`config.mk`:
```
export PLATFORM = sky130hd
export DESIGN_NAME = xcvr_regbus
export DESIGN_NICKNAME = d
export VERILOG_FILES = /design/src/rtl/xcvr_pkg.sv /design/src/rtl/bus_keeper.sv /design/src/rtl/bus_resolver.sv /design/src/rtl/xcvr_section.sv /design/src/rtl/xcvr_regbus.sv
export SDC_FILE = /design/constraint.sdc
export NUM_CORES = 1
export LEC_CHECK = 0
export BUFFER_PORTS_ARGS = -buffer_cell sky130_fd_sc_hd__buf_4
export CAP_MARGIN = 20
export CORE_AREA = 2 2 101 103
export DETAILED_ROUTE_END_ITERATION = 8
export DIE_AREA = 0 0 103 105
export GPL_ROUTABILITY_DRIVEN = 0
export GPL_TIMING_DRIVEN = 0
export PLACE_DENSITY = 0.78
export SLEW_MARGIN = 15
export SYNTH_ARGS = -nofsm -noshare
export SYNTH_HDL_FRONTEND = slang
export SYNTH_HIERARCHICAL = 1
export SYNTH_SLANG_ARGS = --single-unit
```
`constraint.sdc`:
```
create_clock -name clk -period 1.36 [get_ports clk]
set_input_delay 0.136 -clock clk [delete_from_list [all_inputs] [get_ports clk]]
set_output_delay 0.136 -clock clk [all_outputs]
set_load 0.005 [all_outputs]
```
`src/rtl/xcvr_pkg.sv`:
```
// Package: shared control bundle for one transceiver section.
// Assumes each section is controlled by exactly these six signals.
package xcvr_pkg;

    typedef struct packed {
        logic a_cap;       // load A register from A bus
        logic b_cap;       // load B register from B bus
        logic a_src_reg;   // A bus source: 1 = B register
        logic b_src_reg;   // B bus source: 1 = A register
        logic a_drive_n;   // active-low A drive enable
        logic b_drive_en;  // active-high B drive enable
    } sect_ctrl_t;

endpackage

```
`src/rtl/bus_keeper.sv`:
```
// Bus keeper: remembers the last resolved value of each bus bit.
// Assumes the resolved value is settled before every rising edge.
module bus_keeper #(
    parameter int W = 8
) (
    input  logic         clk,
    input  logic         rst_n,
    input  logic [W-1:0] seen,
    output logic [W-1:0] held
);

    // Record the bus value each cycle; cleared by reset.
    always_ff @(posedge clk) begin
        if (!rst_n) begin
            held <= '0;
        end else begin
            held <= seen;
        end
    end

endmodule

```
`src/rtl/bus_resolver.sv`:
```
// Bus resolver: works out the value seen on one bus, bit by bit.
// Priority: external driver, then this block's stored drive, then a
// live drive from the far bus (only when the far bus has a primary
// source), then the keeper. Live-from-far is left out of the primary
// value so that two live directions cannot form a combinational loop.
module bus_resolver #(
    parameter int W = 8
) (
    input  logic [W-1:0] ext_val,
    input  logic [W-1:0] ext_en,
    input  logic         own_reg_drv,
    input  logic [W-1:0] own_reg_val,
    input  logic         far_rt_drv,
    input  logic [W-1:0] far_prim_v,
    input  logic [W-1:0] far_prim,
    input  logic [W-1:0] held,
    output logic [W-1:0] prim_v,
    output logic [W-1:0] prim,
    output logic [W-1:0] seen
);

    logic [W-1:0] rt_m;

    // Primary source: external wins over stored drive.
    always_comb begin
        prim_v = ext_en | {W{own_reg_drv}};
        prim   = (ext_en & ext_val) | (~ext_en & own_reg_val);
    end

    // Final value: primary, else live far bus, else keeper.
    always_comb begin
        rt_m = {W{far_rt_drv}} & far_prim_v & ~prim_v;
        seen = (prim_v & prim) | (rt_m & far_prim) | (~prim_v & ~rt_m & held);
    end

endmodule

```
`src/rtl/xcvr_section.sv`:
```
// One byte-wide transceiver section: two storage registers, two bus
// resolvers and two keepers. Assumes the controls are synchronous to clk.
module xcvr_section
    import xcvr_pkg::*;
#(
    parameter int W = 8
) (
    input  logic         clk,
    input  logic         rst_n,
    input  sect_ctrl_t   ctl,
    input  logic [W-1:0] a_in,
    input  logic [W-1:0] a_in_en,
    input  logic [W-1:0] b_in,
    input  logic [W-1:0] b_in_en,
    output logic [W-1:0] a_out,
    output logic [W-1:0] a_oe,
    output logic [W-1:0] b_out,
    output logic [W-1:0] b_oe,
    output logic [W-1:0] a_seen,
    output logic [W-1:0] b_seen,
    output logic [W-1:0] a_held,
    output logic [W-1:0] b_held,
    output logic [W-1:0] a_store,
    output logic [W-1:0] b_store
);

    logic         a_on;
    logic         b_on;
    logic [W-1:0] a_pv;
    logic [W-1:0] a_p;
    logic [W-1:0] b_pv;
    logic [W-1:0] b_p;

    assign a_on = ~ctl.a_drive_n;
    assign b_on = ctl.b_drive_en;

    bus_resolver #(.W(W)) a_res_i (
        .ext_val(a_in), .ext_en(a_in_en),
        .own_reg_drv(a_on & ctl.a_src_reg), .own_reg_val(b_store),
        .far_rt_drv(a_on & ~ctl.a_src_reg),
        .far_prim_v(b_pv), .far_prim(b_p), .held(a_held),
        .prim_v(a_pv), .prim(a_p), .seen(a_seen)
    );

    bus_resolver #(.W(W)) b_res_i (
        .ext_val(b_in), .ext_en(b_in_en),
        .own_reg_drv(b_on & ctl.b_src_reg), .own_reg_val(a_store),
        .far_rt_drv(b_on & ~ctl.b_src_reg),
        .far_prim_v(a_pv), .far_prim(a_p), .held(b_held),
        .prim_v(b_pv), .prim(b_p), .seen(b_seen)
    );

    bus_keeper #(.W(W)) a_keep_i (.clk(clk), .rst_n(rst_n), .seen(a_seen), .held(a_held));
    bus_keeper #(.W(W)) b_keep_i (.clk(clk), .rst_n(rst_n), .seen(b_seen), .held(b_held));

    // A register: loads the A bus on its strobe, ignoring select and enable.
    always_ff @(posedge clk) begin
        if (!rst_n) begin
            a_store <= '0;
        end else if (ctl.a_cap) begin
            a_store <= a_seen;
        end
    end

    // B register: loads the B bus on its strobe.
    always_ff @(posedge clk) begin
        if (!rst_n) begin
            b_store <= '0;
        end else if (ctl.b_cap) begin
            b_store <= b_seen;
        end
    end

    // Output data and enables.
    always_comb begin
        b_out = ctl.b_src_reg ? a_store : a_seen;
        a_out = ctl.a_src_reg ? b_store : b_seen;
        b_oe  = {W{b_on}};
        a_oe  = {W{a_on}};
    end

endmodule

```
`src/rtl/xcvr_regbus.sv`:
```
// Top: NSEC independent byte sections placed side by side.
// Assumes every control and data input is synchronous to clk.
module xcvr_regbus
    import xcvr_pkg::*;
#(
    parameter int SEC_W = 8,
    parameter int NSEC  = 2,
    localparam int BW   = SEC_W * NSEC
) (
    input  logic            clk,
    input  logic            rst_n,
    input  logic [NSEC-1:0] a_cap,
    input  logic [NSEC-1:0] b_cap,
    input  logic [NSEC-1:0] b_src_reg,
    input  logic [NSEC-1:0] a_src_reg,
    input  logic [NSEC-1:0] b_drive_en,
    input  logic [NSEC-1:0] a_drive_n,
    input  logic [BW-1:0]   a_in,
    input  logic [BW-1:0]   a_in_en,
    input  logic [BW-1:0]   b_in,
    input  logic [BW-1:0]   b_in_en,
    output logic [BW-1:0]   a_out,
    output logic [BW-1:0]   a_oe,
    output logic [BW-1:0]   b_out,
    output logic [BW-1:0]   b_oe
);

    logic [BW-1:0] a_seen_all;
    logic [BW-1:0] b_seen_all;
    logic [BW-1:0] a_held_all;
    logic [BW-1:0] b_held_all;
    logic [BW-1:0] a_store_all;
    logic [BW-1:0] b_store_all;

    for (genvar s = 0; s < NSEC; s++) begin : g_sec
        sect_ctrl_t ctl;

        // Gather this section's controls into one bundle.
        always_comb begin
            ctl.a_cap      = a_cap[s];
            ctl.b_cap      = b_cap[s];
            ctl.a_src_reg  = a_src_reg[s];
            ctl.b_src_reg  = b_src_reg[s];
            ctl.a_drive_n  = a_drive_n[s];
            ctl.b_drive_en = b_drive_en[s];
        end

        xcvr_section #(.W(SEC_W)) sec_i (
            .clk(clk), .rst_n(rst_n), .ctl(ctl),
            .a_in(a_in[s*SEC_W +: SEC_W]), .a_in_en(a_in_en[s*SEC_W +: SEC_W]),
            .b_in(b_in[s*SEC_W +: SEC_W]), .b_in_en(b_in_en[s*SEC_W +: SEC_W]),
            .a_out(a_out[s*SEC_W +: SEC_W]), .a_oe(a_oe[s*SEC_W +: SEC_W]),
            .b_out(b_out[s*SEC_W +: SEC_W]), .b_oe(b_oe[s*SEC_W +: SEC_W]),
            .a_seen(a_seen_all[s*SEC_W +: SEC_W]), .b_seen(b_seen_all[s*SEC_W +: SEC_W]),
            .a_held(a_held_all[s*SEC_W +: SEC_W]), .b_held(b_held_all[s*SEC_W +: SEC_W]),
            .a_store(a_store_all[s*SEC_W +: SEC_W]), .b_store(b_store_all[s*SEC_W +: SEC_W])
        );
    end

endmodule

```
# Word-level counts from Yosys, hierarchy flattened
# Cells that the tools add are included.
word_totals:
  output_inout_bits: 64
  elab_cells: 86
  ff_bits: 64
  in_bits: 78
classes:
  bitwise_logic: 74
  n_mux: 4
ops:
  columns: ["operator", "n"]
  rows:
  - ["AND 8 bit", 32]
  - ["bitwise OR 8 bit", 16]
  - ["NOT 8 bit", 12]
  - ["2-to-1 mux 8 bit", 4]
  - ["AND 1 bit", 8]
  - ["NOT 1 bit", 6]

# Logic depth before layout (Yosys ltp)
# Gate-level depths: netlist of the first run.
depth:
  depth_word: 10
  ltp_mapped: 10
  mapped_depth_nobuf: 8

# Modules after synthesis
# The synthesis of the first run kept the hierarchy.
modules_own_cells:
  columns: ["mod", "area_each_um2", "instances", "cells_each", "seq_area_each_um2"]
  rows:
  - ["xcvr_section", 1018.5, 2, 90, 320.3]
  - ["bus_resolver", 405.4, 4, 58, 0.0]
  - ["bus_keeper", 210.2, 4, 16, 160.2]

# Least setup slack after synthesis of the first run
# OpenSTA, ideal clock, no wires.
synth_path:
  kind: "input to output"
  startpoint: "input b_src_reg[1]"
  endpoint: "output b_out[13]"
  arrival_time_ns: 1.337
  stages: 9
  setup_slack_ns: -0.113
  path_buffers: 2
  required_ns: 1.224
  path_cell_list: "buf_6 -> and2_1 -> buf_6 -> nor2_2 -> inv_1 -> nand2_1 -> mux2i_1 -> a21oi_1 -> mux2_4"
synth_between:
  elab_chain_cells: 9
  elab_cells_between_ends: 11
  classes_between: "mux: 1; bitwise: 10"
synth_lines:
  columns: ["item", "line", "rtl"]
  rows:
  - ["start, declared", "xcvr_regbus.sv:14", "input logic [NSEC-1:0] b_src_reg,"]
  - ["AND 1 bit (*)", "xcvr_section.sv:47", ".own_reg_drv(b_on & ctl.b_src_reg), .own_reg_val(a_store),"]
  - ["bitwise OR 8 bit (*)", "bus_resolver.sv:26", "prim_v = ext_en | {W{own_reg_drv}};"]
  - ["via g_sec[1].sec_i.b_pv[5]", "xcvr_section.sv:31", "logic [W-1:0] b_pv;"]
  - ["AND 8 bit (*) (2 in series)", "bus_resolver.sv:32", "rt_m = {W{far_rt_drv}} & far_prim_v & ~prim_v;"]
  - ["NOT 8 bit", "bus_resolver.sv:33", "seen = (prim_v & prim) | (rt_m & far_prim) | (~prim_v & ~rt_m & held);"]
  - ["AND 8 bit (2 in series)", "bus_resolver.sv:33", null]
  - ["bitwise OR 8 bit (*)", "bus_resolver.sv:33", null]
  - ["via a_seen_all[13]", "xcvr_regbus.sv:28", "logic [BW-1:0] a_seen_all;"]
  - ["2-to-1 mux 8 bit (*)", "xcvr_section.sv:76", "b_out = ctl.b_src_reg ? a_store : a_seen;"]
  - ["end, declared", "xcvr_regbus.sv:24", "output logic [BW-1:0] b_out,"]
# The timed path passes the listed nets; every way through them passes the cells marked *.

# Worst setup path in the final report of the first run
layout_path:
  startpoint: "register g_sec[1].sec_i.b_store[5]"
  endpoint: "output a_out[13]"
layout_between:
  elab_chain_cells: 6
layout_lines:
  columns: ["item", "line", "rtl"]
  rows:
  - ["start, declared", "xcvr_section.sv:24", "output logic [W-1:0] b_store"]
  - ["start signal, assigned", "xcvr_section.sv:70", "b_store <= b_seen;"]
  - ["AND 8 bit", "bus_resolver.sv:27", "prim = (ext_en & ext_val) | (~ext_en & own_reg_val);"]
  - ["bitwise OR 8 bit", "bus_resolver.sv:27", null]
  - ["via g_sec[1].sec_i.a_p[5]", "xcvr_section.sv:30", "logic [W-1:0] a_p;"]
  - ["AND 8 bit", "bus_resolver.sv:33", null]
  - ["bitwise OR 8 bit (2 in series)", "bus_resolver.sv:33", null]
  - ["via b_seen_all[13]", "xcvr_regbus.sv:29", "logic [BW-1:0] b_seen_all;"]
  - ["2-to-1 mux 8 bit", "xcvr_section.sv:77", "a_out = ctl.a_src_reg ? b_store : b_seen;"]
  - ["end, declared", "xcvr_regbus.sv:22", "output logic [BW-1:0] a_out,"]
# The timed path passes the listed nets, and every way through them passes these cells.

==> flow_summary_export.csv, run 1 <==
group,metric,value,unit
worst_setup_path,cp_max_fo,3,
synthesis,synthFlopType,"dfxtp_1",
worst_setup_path,cp-start-kind,"register",
routing,vias_per_cell,4.812,
place,place_hpwl,8081,um
outcome,status,"finished, violations left",
synthesis,synth_area_leaders,"dfxtp_1 28%, mux2_4 21%, mux2i_1 14%, buf_4 5.3%, nor2_2 5.0%",
worst_setup_path,reg2reg_depth,7,
min_path,hp-class,"input port to register",
power,p_int,4525,uW
synthesis,synth-edff-count,0,
worst_setup_path,r2r_start,"g_sec[1].sec_i/b_store[6]$_SDFFE_PN0P_",
timing,fmax,575.0,MHz
worst_setup_path,worstPathArrival,1600,ps
clocking,clk_pin_slew,80,ps
synthesis,yosysUniqueCellTypes,14,
finish,area_delta_synth_final,56.81,%
worst_setup_path,reg2reg_to,"g_sec[1].sec_i/b_store[6]$_SDFFE_PN0P_",
job,maxCapViolations,0,
min_path,hold_path_depth,3,
power,peakVddDrop,0.5532,mV
finish,final_cells,823,
power,leakage,0.003418,uW
routing,routed_wl,12510,um
synthesis,synth.avg_cell_area,9.452,um2
global_route,top_usage_layer,"met2",
synthesis,ys.warnings.count,6,
timing,finalHoldViolCount,0,
worst_setup_path,r2r_setup_slack,-60,ps
synthesis,synth_top_family_by_area,"multiplexers",
finish,diodes,0,
clocking,hold_buffers,0,
synthesis,synth_top_area_share,0.2848,
synthesis,synth_area_leader_cell,"dfxtp_1",
finish,multiInputGateArea,3129,um2
die,core_area,9639,um2
global_route,grt_max_degree,47,
outcome,violations,"setup timing",
synthesis,synth-simple-area-share,0.1997,
finish,drive_above_1_share,0.6623,
power,power.switching,1727,uW
global_route,grt_antenna_before_repair,0,
synthesis,synth-seq-area-share,0.2848,
die,die_w,103,um
min_path,min_from,"a_cap[0]",
worst_setup_path,required,1220,ps
synthesis,synthAdderAreaFrac,0,
power,switching_share,0.2762,
clocking,cts_tree,"done",
timing,clock_skew,12.78,ps
routing,ant_nets,0,
routing,vias,3960,
synthesis,syn_inst,476,
global_route,grt_pass1_vias,4126,
global_route,met2_usage,0.3989,
timing,period_share,1.279,
synthesis,synth_xor_area_frac,0,
timing,relSlewSlack,0.7091,
die,core.rowCount,36,
worst_setup_path,cp-end-kind,"output port",
finish,fin_area,7056,um2
synthesis,synth_commonest_cells,"64 x dfxtp_1, 64 x mux2_4, 64 x mux2i_1",
finish,nFillCells,680,
power,pwr-share-clk,0.288,
timing,maxSlewViolCount,0,
die,start_util,0.4668,
die,die_area,10820,um2
worst_setup_path,critPathBufInv,1,
global_route,track_usage,0.2252,
global_route,grtUsageMet1,0.2747,
timing,fin_crit,1739,ps
global_route,grt_overflow,0,
timing,grt_setup_unrepaired,"true",
power,pwr-share-comb,0.373,
worst_setup_path,cpMaxStageDelayCell,"dfxtp_2",
worst_setup_path,worstPathCellList,"mux2_4 -> mux2i_2 -> a21oi_2 -> mux2_4 -> buf_6",
routing,drt-initial-drc-count,92,
global_route,grt_pass1_wl,19350,um
clocking,cts-root-buf,"clkbuf_8",
routing,routedWlPerCell,15.20,um
clocking,clk_latency,330,ps
global_route,use_met3,0.03278,
finish,fin_nets,763,
place,dp.cells,742,
place,port_buffers,133,
synthesis,synthMuxAreaShare,0.3560,
timing,layout_setup_ws,-379.1,ps
worst_setup_path,path_common_cell,"mux2_4",
power,powerDensity,886.2,nW/um2
worst_setup_path,cp_top_family,"multiplexers",
timing,fin_setup_tns,-11140,ps
die,pin_count,142,
clocking,clockBufferDepth,2,
worst_setup_path,crit_path_max_incr_delay,330,ps
synthesis,synth_nets,554,
synthesis,ys_ff_latch,64,
timing,fin_hold_ws,171.5,ps
clocking,cts_buffers,9,
clocking,cts.sinks,64,
clocking,htreeDepth,3,
power,p_total,6253,uW
timing,tightestPinTransition,436.4,ps
place,place_area,5914,um2
power,seqPwrFrac,0.339,
routing,remaining_drc_errors,0,
min_path,holdPathEnd,"g_sec[0].sec_i/a_store[0]$_SDFFE_PN0P_",
synthesis,synth_area,4499,um2
worst_setup_path,critPathKind,"register to output port",
routing,first_pass_iters,4,
finish,seq_area,1321,um2
synthesis,async_flop_share,0,
synthesis,synth_compound_area_frac,0.03560,
die,dieHeight,105,um
timing,setup_violations,36,
==> power groups by stage <==
| stage | Combinational [uW] | Sequential, uW | Clock (uW) |
|---|---|---|---|
| after CTS | 2140 | 2100 | 1840 |
| after floorplan | 1120 | 2120 | 0 |
| after detailed placement | 1760 | 2150 | 0 |
| after global routing | 2480 | 2130 | 1940 |
| after global placement | 1720 | 2140 | 0 |
| final | 2330 | 2120 | 1800 |
==> repair_timing <==
item | CTS | global route
endpoints found under the setup margin | 32 | 43
pin swaps | 32 | 34
resized for setup | 99 | 39
setup buffers | 48 | 24
==> metrics by stage <==
stage / setup WS, ps / util
after floorplan: -45.52 / -
after global placement: -290.3 / 0.6136
after detailed placement: -345.6 / 0.6136
after CTS: -395.3 / 0.7034
after global routing: -445.7 / 0.7320
final: -379.1 / 0.7320
==> cell usage in the layout (no fill, tap or decap), types with 6 or more instances in the layout <==
cell type  instances
clkbuf_8          10
mux2i_4            8
dfxtp_1           32
nor2b_1           32
mux2i_2           13
buf_6             44
buf_12             6
mux2i_1           43
a21oi_2           32
nand2_1           27
dfxtp_2           32
buf_4            196
and2_1            31
nor2_1            30
mux2_4            64
inv_1             33
nor2_4            32
==> flip-flops by register name (all words and copies together), names as in the netlist <==
name                       cells
g_sec.sec_i/a_keep_i/held     16
g_sec.sec_i/a_store           16
g_sec.sec_i/b_keep_i/held     16
g_sec.sec_i/b_store           16
==> layout make-up <==
type | count | share of cell area
inverters | 34 | 0.01809
repair buffers | 200 | 0.2320
plain buffers | 48 | 0.06526
clock buffers | 13 | 0.02110
well taps | 133 | 0.02359
flip-flops and latches | 64 | 0.1873
multi-input cells | 328 | 0.4435
clock inverters | 3 | 0.009221
==> worst max-delay path by stage <==
stage	endpoint	depth (start not counted)	start
floorplan	b_out[13]	9	b_src_reg[1]
finish	a_out[13]	5	g_sec[1].sec_i/b_store[5]$_SDFFE_PN0P_
global route	a_out[13]	5	g_sec[1].sec_i/b_store[5]$_SDFFE_PN0P_
global placement	b_out[5]	10	b_drive_en[0]
CTS	b_out[5]	5	g_sec[0].sec_i/a_store[5]$_SDFFE_PN0P_
detailed placement	b_out[13]	10	b_drive_en[1]
==> cells by family (layout without fill, tap and decap cells) <==
| group | count (synthesis) | count (layout) |
|---|---|---|
| AOI/OAI and AO/OA | 32 | 32 |
| muxes | 128 | 128 |
| DFF | 64 | 64 |
| and+or+nand+nor | 168 | 168 |
| buffers and inverters | 84 | 298 |
==> per-layer routing <==
metal | wire (um) | part of all wire | vias to the layer above
met3 | 484 | 0.039 | 12
met1 | 5363 | 0.43 | 1903
li1 | - | - | 1939
met2 | 6551 | 0.52 | 106
met5 | 0 | 0 | -
met4 | 112 | 0.0090 | 0
==> tightest hold or removal path, delay by kind of cell <==
| family | cells | cell delay, ps |
|---|---|---|
| simple gates | 1 | 90 |
| mux | 1 | 90 |
| buf+inv | 1 | 150 |
Power figures use the tool's default switching activity.
==> run 2: changes to the inputs <==
--- a/config.mk
+++ b/config.mk
@@ -5,14 +5,15 @@
 export SDC_FILE = /design/constraint.sdc
 export NUM_CORES = 1
 export LEC_CHECK = 0
+export ABC_AREA = 1
 export BUFFER_PORTS_ARGS = -buffer_cell sky130_fd_sc_hd__buf_4
 export CAP_MARGIN = 20
-export CORE_AREA = 2 2 101 103
+export CORE_AREA = 2 2 105 107
 export DETAILED_ROUTE_END_ITERATION = 8
-export DIE_AREA = 0 0 103 105
+export DIE_AREA = 0 0 107 109
 export GPL_ROUTABILITY_DRIVEN = 0
 export GPL_TIMING_DRIVEN = 0
-export PLACE_DENSITY = 0.78
+export PLACE_DENSITY = 0.77
 export SLEW_MARGIN = 15
 export SYNTH_ARGS = -nofsm -noshare
 export SYNTH_HDL_FRONTEND = slang
==> run 2 against run 1 <==
- the flow still finishes with violations (setup timing)
- first-iteration DRC count grew to 3.2 times the previous value
- fmax grew 16%
- clock power shrank 4%
- wire length grew 40%
- critical path depth grew 8
- final area grew 14%
- die area grew 7.8%
- critical path type is now input port to output port
- highest routed layer unchanged
==> flow_summary_export.csv, run 2 <==
group,metric,value,unit
outcome,status,"finished, violations left",
outcome,violations,"setup timing",
timing,fmax,669.4,MHz
routing,vias_per_cell,4.951,
global_route,track_usage,0.2713,
finish,drive_above_1_share,0.6511,
clocking,cts_tree,"done",
power,seqPwrFrac,0.338,
synthesis,syn_inst,816,
finish,final_cell_mix,"265 x buf_4, 174 x nand2_1, 112 x nand2_2",
worst_setup_path,cp-start-kind,"input port",
finish,nFillCells,764,
worst_setup_path,cp-end-kind,"output port",
timing,clock_skew,12.91,ps
synthesis,synth_top_area_share,0.2607,
global_route,grt_pass1_wl,24900,um
die,die_area,11660,um2
synthesis,async_flop_share,0,
power,p_int,4132,uW
global_route,grt_overflow,0,
clocking,cts.sinks,64,
timing,period_share,1.098,
power,pwr-share-clk,0.278,
timing,maxSlewViolCount,0,
power,powerDensity,769.5,nW/um2
timing,tightestPinTransition,238.0,ps
routing,remaining_drc_errors,0,
finish,diodes,0,
synthesis,synth.avg_cell_area,6.023,um2
place,place_area,6128,um2
place,place_hpwl,9527,um
finish,fin_nets,1142,
place,port_buffers,132,
routing,ant_nets,0,
synthesis,synth_nets,894,
clocking,clockBufferDepth,2,
power,pwr-share-comb,0.383,
global_route,grt_antenna_before_repair,0,
clocking,clk_latency,360,ps
job,maxCapViolations,0,
power,p_total,6193,uW
synthesis,synth_area,4915,um2
global_route,grt_max_degree,11,
die,core_area,10600,um2
synthesis,synth-seq-area-share,0.2607,
routing,drt-initial-drc-count,298,
routing,vias,5986,
synthesis,synth_area_leaders,"dfxtp_1 26%, nand2_1 21%, inv_1 9.9%, nand3_1 8.6%, nor2_4 7.3%",
die,die_w,107,um
finish,final_common_cell,"buf_4",
place,pre_cts_ws,-381.3,ps
worst_setup_path,worstPathArrival,1360,ps
worst_setup_path,cp_max_fo,8,
die,core.rowCount,38,
clocking,cts-root-buf,"clkbuf_8",
synthesis,synthFlopType,"dfxtp_1",
timing,grt_setup_unrepaired,"true",
routing,routed_wl,17460,um
place,dp.cells,1088,
global_route,grt_pass1_vias,5464,
synthesis,yosysUniqueCellTypes,17,
synthesis,synth-edff-count,0,
power,leakage,0.004535,uW
die,dieHeight,109,um
timing,finalHoldViolCount,0,
worst_setup_path,required,1220,ps
routing,routedWlPerCell,14.44,um
timing,fin_crit,1494,ps
power,peakVddDrop,0.5176,mV
timing,relSlewSlack,0.8413,
finish,area_delta_synth_final,63.75,%
die,pin_count,142,
clocking,clk_pin_slew,80,ps
clocking,hold_buffers,0,
routing,first_pass_iters,5,
finish,fin_area,8048,um2
die,start_util,0.4635,
clocking,cts_buffers,9,
synthesis,yosysMostFrequentCell,"nand2_1",
finish,final_cells,1209,
worst_setup_path,critPathKind,"input port to output port",
power,switching_share,0.3327,
clocking,htreeDepth,3,
power,power.switching,2061,uW
synthesis,ys.warnings.count,6,
finish,multiInputGateArea,3218,um2
timing,setup_violations,33,
synthesis,ys_ff_latch,64,
timing,layout_setup_ws,-133.8,ps
synthesis,synth_area_leader_cell,"dfxtp_1",
finish,seq_area,1321,um2
synthesis,synth_commonest_cells,"270 x nand2_1, 130 x inv_1, 84 x nand3_1",
min_path,hp-class,"input port to register",
run 2: final timing paths:
path                                                      to  slack, ps                              startpoint  depth (start not counted)
setup / recovery                                    a_out[0]       -130                            a_src_reg[0]                         13
hold / removal        g_sec[0].sec_i/a_store[0]$_SDFFE_PN0P_         60                                   rst_n                          3
setup reg to reg  g_sec[0].sec_i/b_keep_i/held[0]$_SDFF_PN0_       -110  g_sec[0].sec_i/b_store[0]$_SDFFE_PN0P_                         11
hold reg to reg       g_sec[0].sec_i/a_store[6]$_SDFFE_PN0P_        480  g_sec[0].sec_i/a_store[6]$_SDFFE_PN0P_                          2
run 2: cells by family after synthesis:
| group | share of synthesized area |
|---|---|
| flip-flops | 0.2607 |
| AO/OA/AOI/OAI | 0.03259 |
| buffers and inverters | 0.2383 |
| AND/OR/NAND/NOR | 0.4684 |
run 2: what timing repair did:
action / in CTS / in global routing
setup endpoints to repair: 32 / 38
pin swaps: 101 / 121
gates cloned: 0 / 0
buffers inserted: 82 / 31
resized for setup: 202 / 122
endpoints found under the hold margin: 0 / 0
run 2: power by group through the flow:
stage          Clock [uW]  Combinational [uW]  Sequential, uW
2_1_floorplan           0                 972            2090
3_3_place_gp            0                1560            2110
3_5_place_dp            0                1580            2110
4_1_cts              1730                2070            2080
5_1_grt              1830                2540            2110
6_report             1720                2370            2100
run 2: stage by stage:
| stage | utilization | setup TNS [ps] | hold slack (ps) |
|---|---|---|---|
| 6_report | 0.7590 | -2350 | 58.61 |
| 3_5_place_dp | 0.5780 | -14330 | 430.5 |
| 2_1_floorplan | - | -9.273 | 352.8 |
| 3_3_place_gp | 0.5780 | -12860 | 428.1 |
| 4_1_cts | 0.7115 | -3466 | 51.01 |
| 5_1_grt | 0.7590 | -4423 | 54.50 |
run 2: worst max-delay path: stages:
cell and delay (ps):
clkbuf_16 120, inv_6 30, nor2_4 90, buf_12 180
nor2_4 60, inv_2 80, nand2_4 60, inv_2 70
nand3_2 90, nand3_2 110, inv_2 50, o21ai_2 130
buf_4 130
run 2: layout make-up:
| cell class | count | area share |
|---|---|---|
| multi-input combinational | 520 | 0.3999 |
| inverter | 168 | 0.07991 |
| timing repair buffer | 243 | 0.2365 |
| buffer | 58 | 0.07307 |
| clock inverter | 3 | 0.004975 |
| clock buffer | 13 | 0.01974 |
| tap | 140 | 0.02177 |
| sequential | 64 | 0.1642 |
run 2: routing by layer:
metal / part of all wire / global-route usage / vias up
li1: - / - / 2880
met1: 0.36 / 0.3147 / 2746
met2: 0.52 / 0.4941 / 292
met3: 0.082 / 0.04722 / 68
met4: 0.036 / 0.1113 / 0
met5: 0 / 0 / -
==> run 3: changes to the inputs <==
--- a/config.mk
+++ b/config.mk
@@ -6,7 +6,7 @@
 export NUM_CORES = 1
 export LEC_CHECK = 0
 export ABC_AREA = 1
-export BUFFER_PORTS_ARGS = -buffer_cell sky130_fd_sc_hd__buf_4
+export BUFFER_PORTS_ARGS = -buffer_cell sky130_fd_sc_hd__buf_2
 export CAP_MARGIN = 20
 export CORE_AREA = 2 2 105 107
 export DETAILED_ROUTE_END_ITERATION = 8
@@ -14,7 +14,6 @@
 export GPL_ROUTABILITY_DRIVEN = 0
 export GPL_TIMING_DRIVEN = 0
 export PLACE_DENSITY = 0.77
-export SLEW_MARGIN = 15
 export SYNTH_ARGS = -nofsm -noshare
 export SYNTH_HDL_FRONTEND = slang
 export SYNTH_HIERARCHICAL = 1
==> run 3 against run 2 <==
- the run still ends with setup timing left
- first-iteration DRC count is 1.3% lower
- utilization is 2.0 points lower
- register-to-register slack hardly changed
- power is 2.3% higher
- die area stayed put
- sequential power hardly changed
- combinational power is 4% lower
- fmax is 1.4% higher
- critical path depth is 1 lower
- critical endpoint is now a_out[12]
- largest cell class unchanged
- largest power group unchanged
==> flow_summary_export.csv, run 3 (synthesis results as in run 2) <==
group,metric,value,unit
worst_setup_path,reg2reg_depth,11,
outcome,violations,"setup timing",
global_route,use_met3,0.04005,
worst_setup_path,cp_max_fo,8,
finish,fin_util,0.7394,
place,place_hpwl,9362,um
timing,relSlewSlack,0.8293,
clocking,cts.sinks,64,
routing,routedWlPerCell,14.36,um
place,port_buffers,132,
power,power.switching,2045,uW
min_path,hold_path_depth,4,
timing,tightestPinTransition,256.1,ps
min_path,holdPathEnd,"g_sec[1].sec_i/b_store[1]$_SDFFE_PN0P_",
die,die_w,107,um
power,pwr-share-clk,0.308,
routing,ant_nets,0,
finish,fin_area,7840,um2
timing,maxSlewViolCount,0,
clocking,hold_buffers,0,
finish,area_delta_synth_final,59.52,%
routing,vias_per_cell,4.977,
worst_setup_path,critPathKind,"input port to output port",
global_route,grtUsageMet1,0.3158,
finish,drive_above_1_share,0.6559,
global_route,grt_antenna_before_repair,0,
finish,final_cell_mix,"170 x nand2_1, 154 x buf_4, 133 x buf_2",
power,p_int,4288,uW
worst_setup_path,cp-start-kind,"input port",
routing,remaining_drc_errors,0,
routing,routed_wl,17580,um
global_route,top_usage_layer,"met2",
routing,drt-initial-drc-count,294,
power,leakage,0.004518,uW
finish,final_common_cell,"nand2_1",
timing,clock_skew,13.14,ps
die,core.rowCount,38,
finish,nFillCells,765,
clocking,clockBufferDepth,2,
timing,layout_setup_ws,-112.6,ps
routing,vias,6092,
worst_setup_path,required,1220,ps
global_route,track_usage,0.2719,
timing,period_share,1.083,
clocking,cts-root-buf,"clkbuf_8",
clocking,htreeDepth,3,
clocking,clk_latency,340,ps
global_route,grt_pass1_wl,25030,um
worst_setup_path,r2r_setup_slack,-110,ps
worst_setup_path,reg2reg_to,"g_sec[1].sec_i/b_keep_i/held[3]$_SDFF_PN0_",
global_route,grt_pass1_vias,5532,
timing,setup_violations,33,
min_path,min_from,"b_cap[1]",
power,seqPwrFrac,0.331,
global_route,grt_max_degree,11,
power,switching_share,0.3229,
power,peakVddDrop,0.6659,mV
die,dieHeight,109,um
worst_setup_path,worstPathArrival,1340,ps
worst_setup_path,cp-end-kind,"output port",
clocking,cts_buffers,9,
timing,finalHoldViolCount,0,
global_route,met2_usage,0.5027,
global_route,grt_overflow,0,
outcome,status,"finished, violations left",
clocking,cts_tree,"done",
timing,fmax,679.1,MHz
power,pwr-share-comb,0.361,
die,pin_count,142,
die,start_util,0.4635,
power,powerDensity,807.7,nW/um2
routing,first_pass_iters,5,
timing,grt_setup_unrepaired,"true",
min_path,hp-class,"input port to register",
clocking,clk_pin_slew,80,ps
worst_setup_path,r2r_start,"g_sec[1].sec_i/b_store[3]$_SDFFE_PN0P_",
finish,diodes,0,
die,core_area,10600,um2
job,maxCapViolations,0,
place,place_area,5798,um2
timing,fin_crit,1473,ps
finish,fin_nets,1157,
die,die_area,11660,um2
==> run 3: cell count changes in the layout (fill, tap and decap cells not counted), moves of 3 or more <==
cell	delta
inv_1	+4
buf_4	-111
nor2_1	-3
nand2_2	+6
nand2_1	-4
inv_2	-3
buf_2	+129
buf_6	-3
nor2_2	+3
==> run 3: worst max-delay path by stage <==
| stage | startpoint | endpoint | cells past startpoint |
|---|---|---|---|
| floorplan | a_src_reg[1] | a_out[11] | 13 |
| detailed placement | a_src_reg[0] | a_out[7] | 14 |
| finish | a_src_reg[1] | a_out[12] | 12 |
| global route | g_sec[1].sec_i/a_store[4]$_SDFFE_PN0P_ | b_out[12] | 7 |
| CTS | a_src_reg[0] | a_out[0] | 14 |
| global placement | b_src_reg[0] | b_out[1] | 14 |
==> run 3: metrics by stage <==
stage	power [uW]	std cells	TNS (ps)	hold WS, ps	worst slack (ps)
2_1_floorplan	3066	816	-9.273	352.8	-9.273
3_3_place_gp	3533	1088	-12850	428.5	-354.2
3_5_place_dp	3557	1088	-14700	431.5	-356.4
4_1_cts	5997	1195	-2845	54.86	-119.8
5_1_grt	6621	1224	-4212	70.40	-201.2
6_report	6332	1224	-1883	73.69	-112.6
==> run 3: repair_timing <==
action / CTS / global route
pin swaps: 117 / 108
resized for setup: 182 / 139
endpoints found under the setup margin: 32 / 39
buffers inserted: 91 / 37
==> run 3: critical path, stage by stage <==
cell and delay (ps):
clkbuf_16 130, inv_4 50, nor2_4 30, buf_12 150, nor2_4 140, inv_2 70
nand2_2 100, nand3_1 130, nand3_2 110, inv_2 50, o21ai_1 120, buf_2 120
==> run 3: routing by layer <==
layer / vias to the layer above / routed length [um]
met3: 81 / 1342
met1: 2799 / 6493
li1: 2909 / -
met4: 0 / 844
met2: 303 / 8900
met5: - / 0
==> run 3: power by group through the flow <==
stage	sequential [uW]	combinational [uW]	clock, uW
after global routing	2110	2460	2050
after detailed placement	2110	1450	0
after floorplan	2090	972	0
final	2100	2280	1950
after CTS	2080	1940	1970
after global placement	2110	1420	0
==> run 3: final cells by class <==
type | count | area, um2 | area share
tap | 140 | 175.2 | 0.02234
inverter | 168 | 638.1 | 0.08139
buffer | 59 | 615.6 | 0.07852
clock buffer | 14 | 172.7 | 0.02202
timing repair buffer | 257 | 1649 | 0.2103
sequential | 64 | 1321 | 0.1685
clock inverter | 2 | 60.06 | 0.007660
multi-input combinational | 520 | 3208 | 0.4092
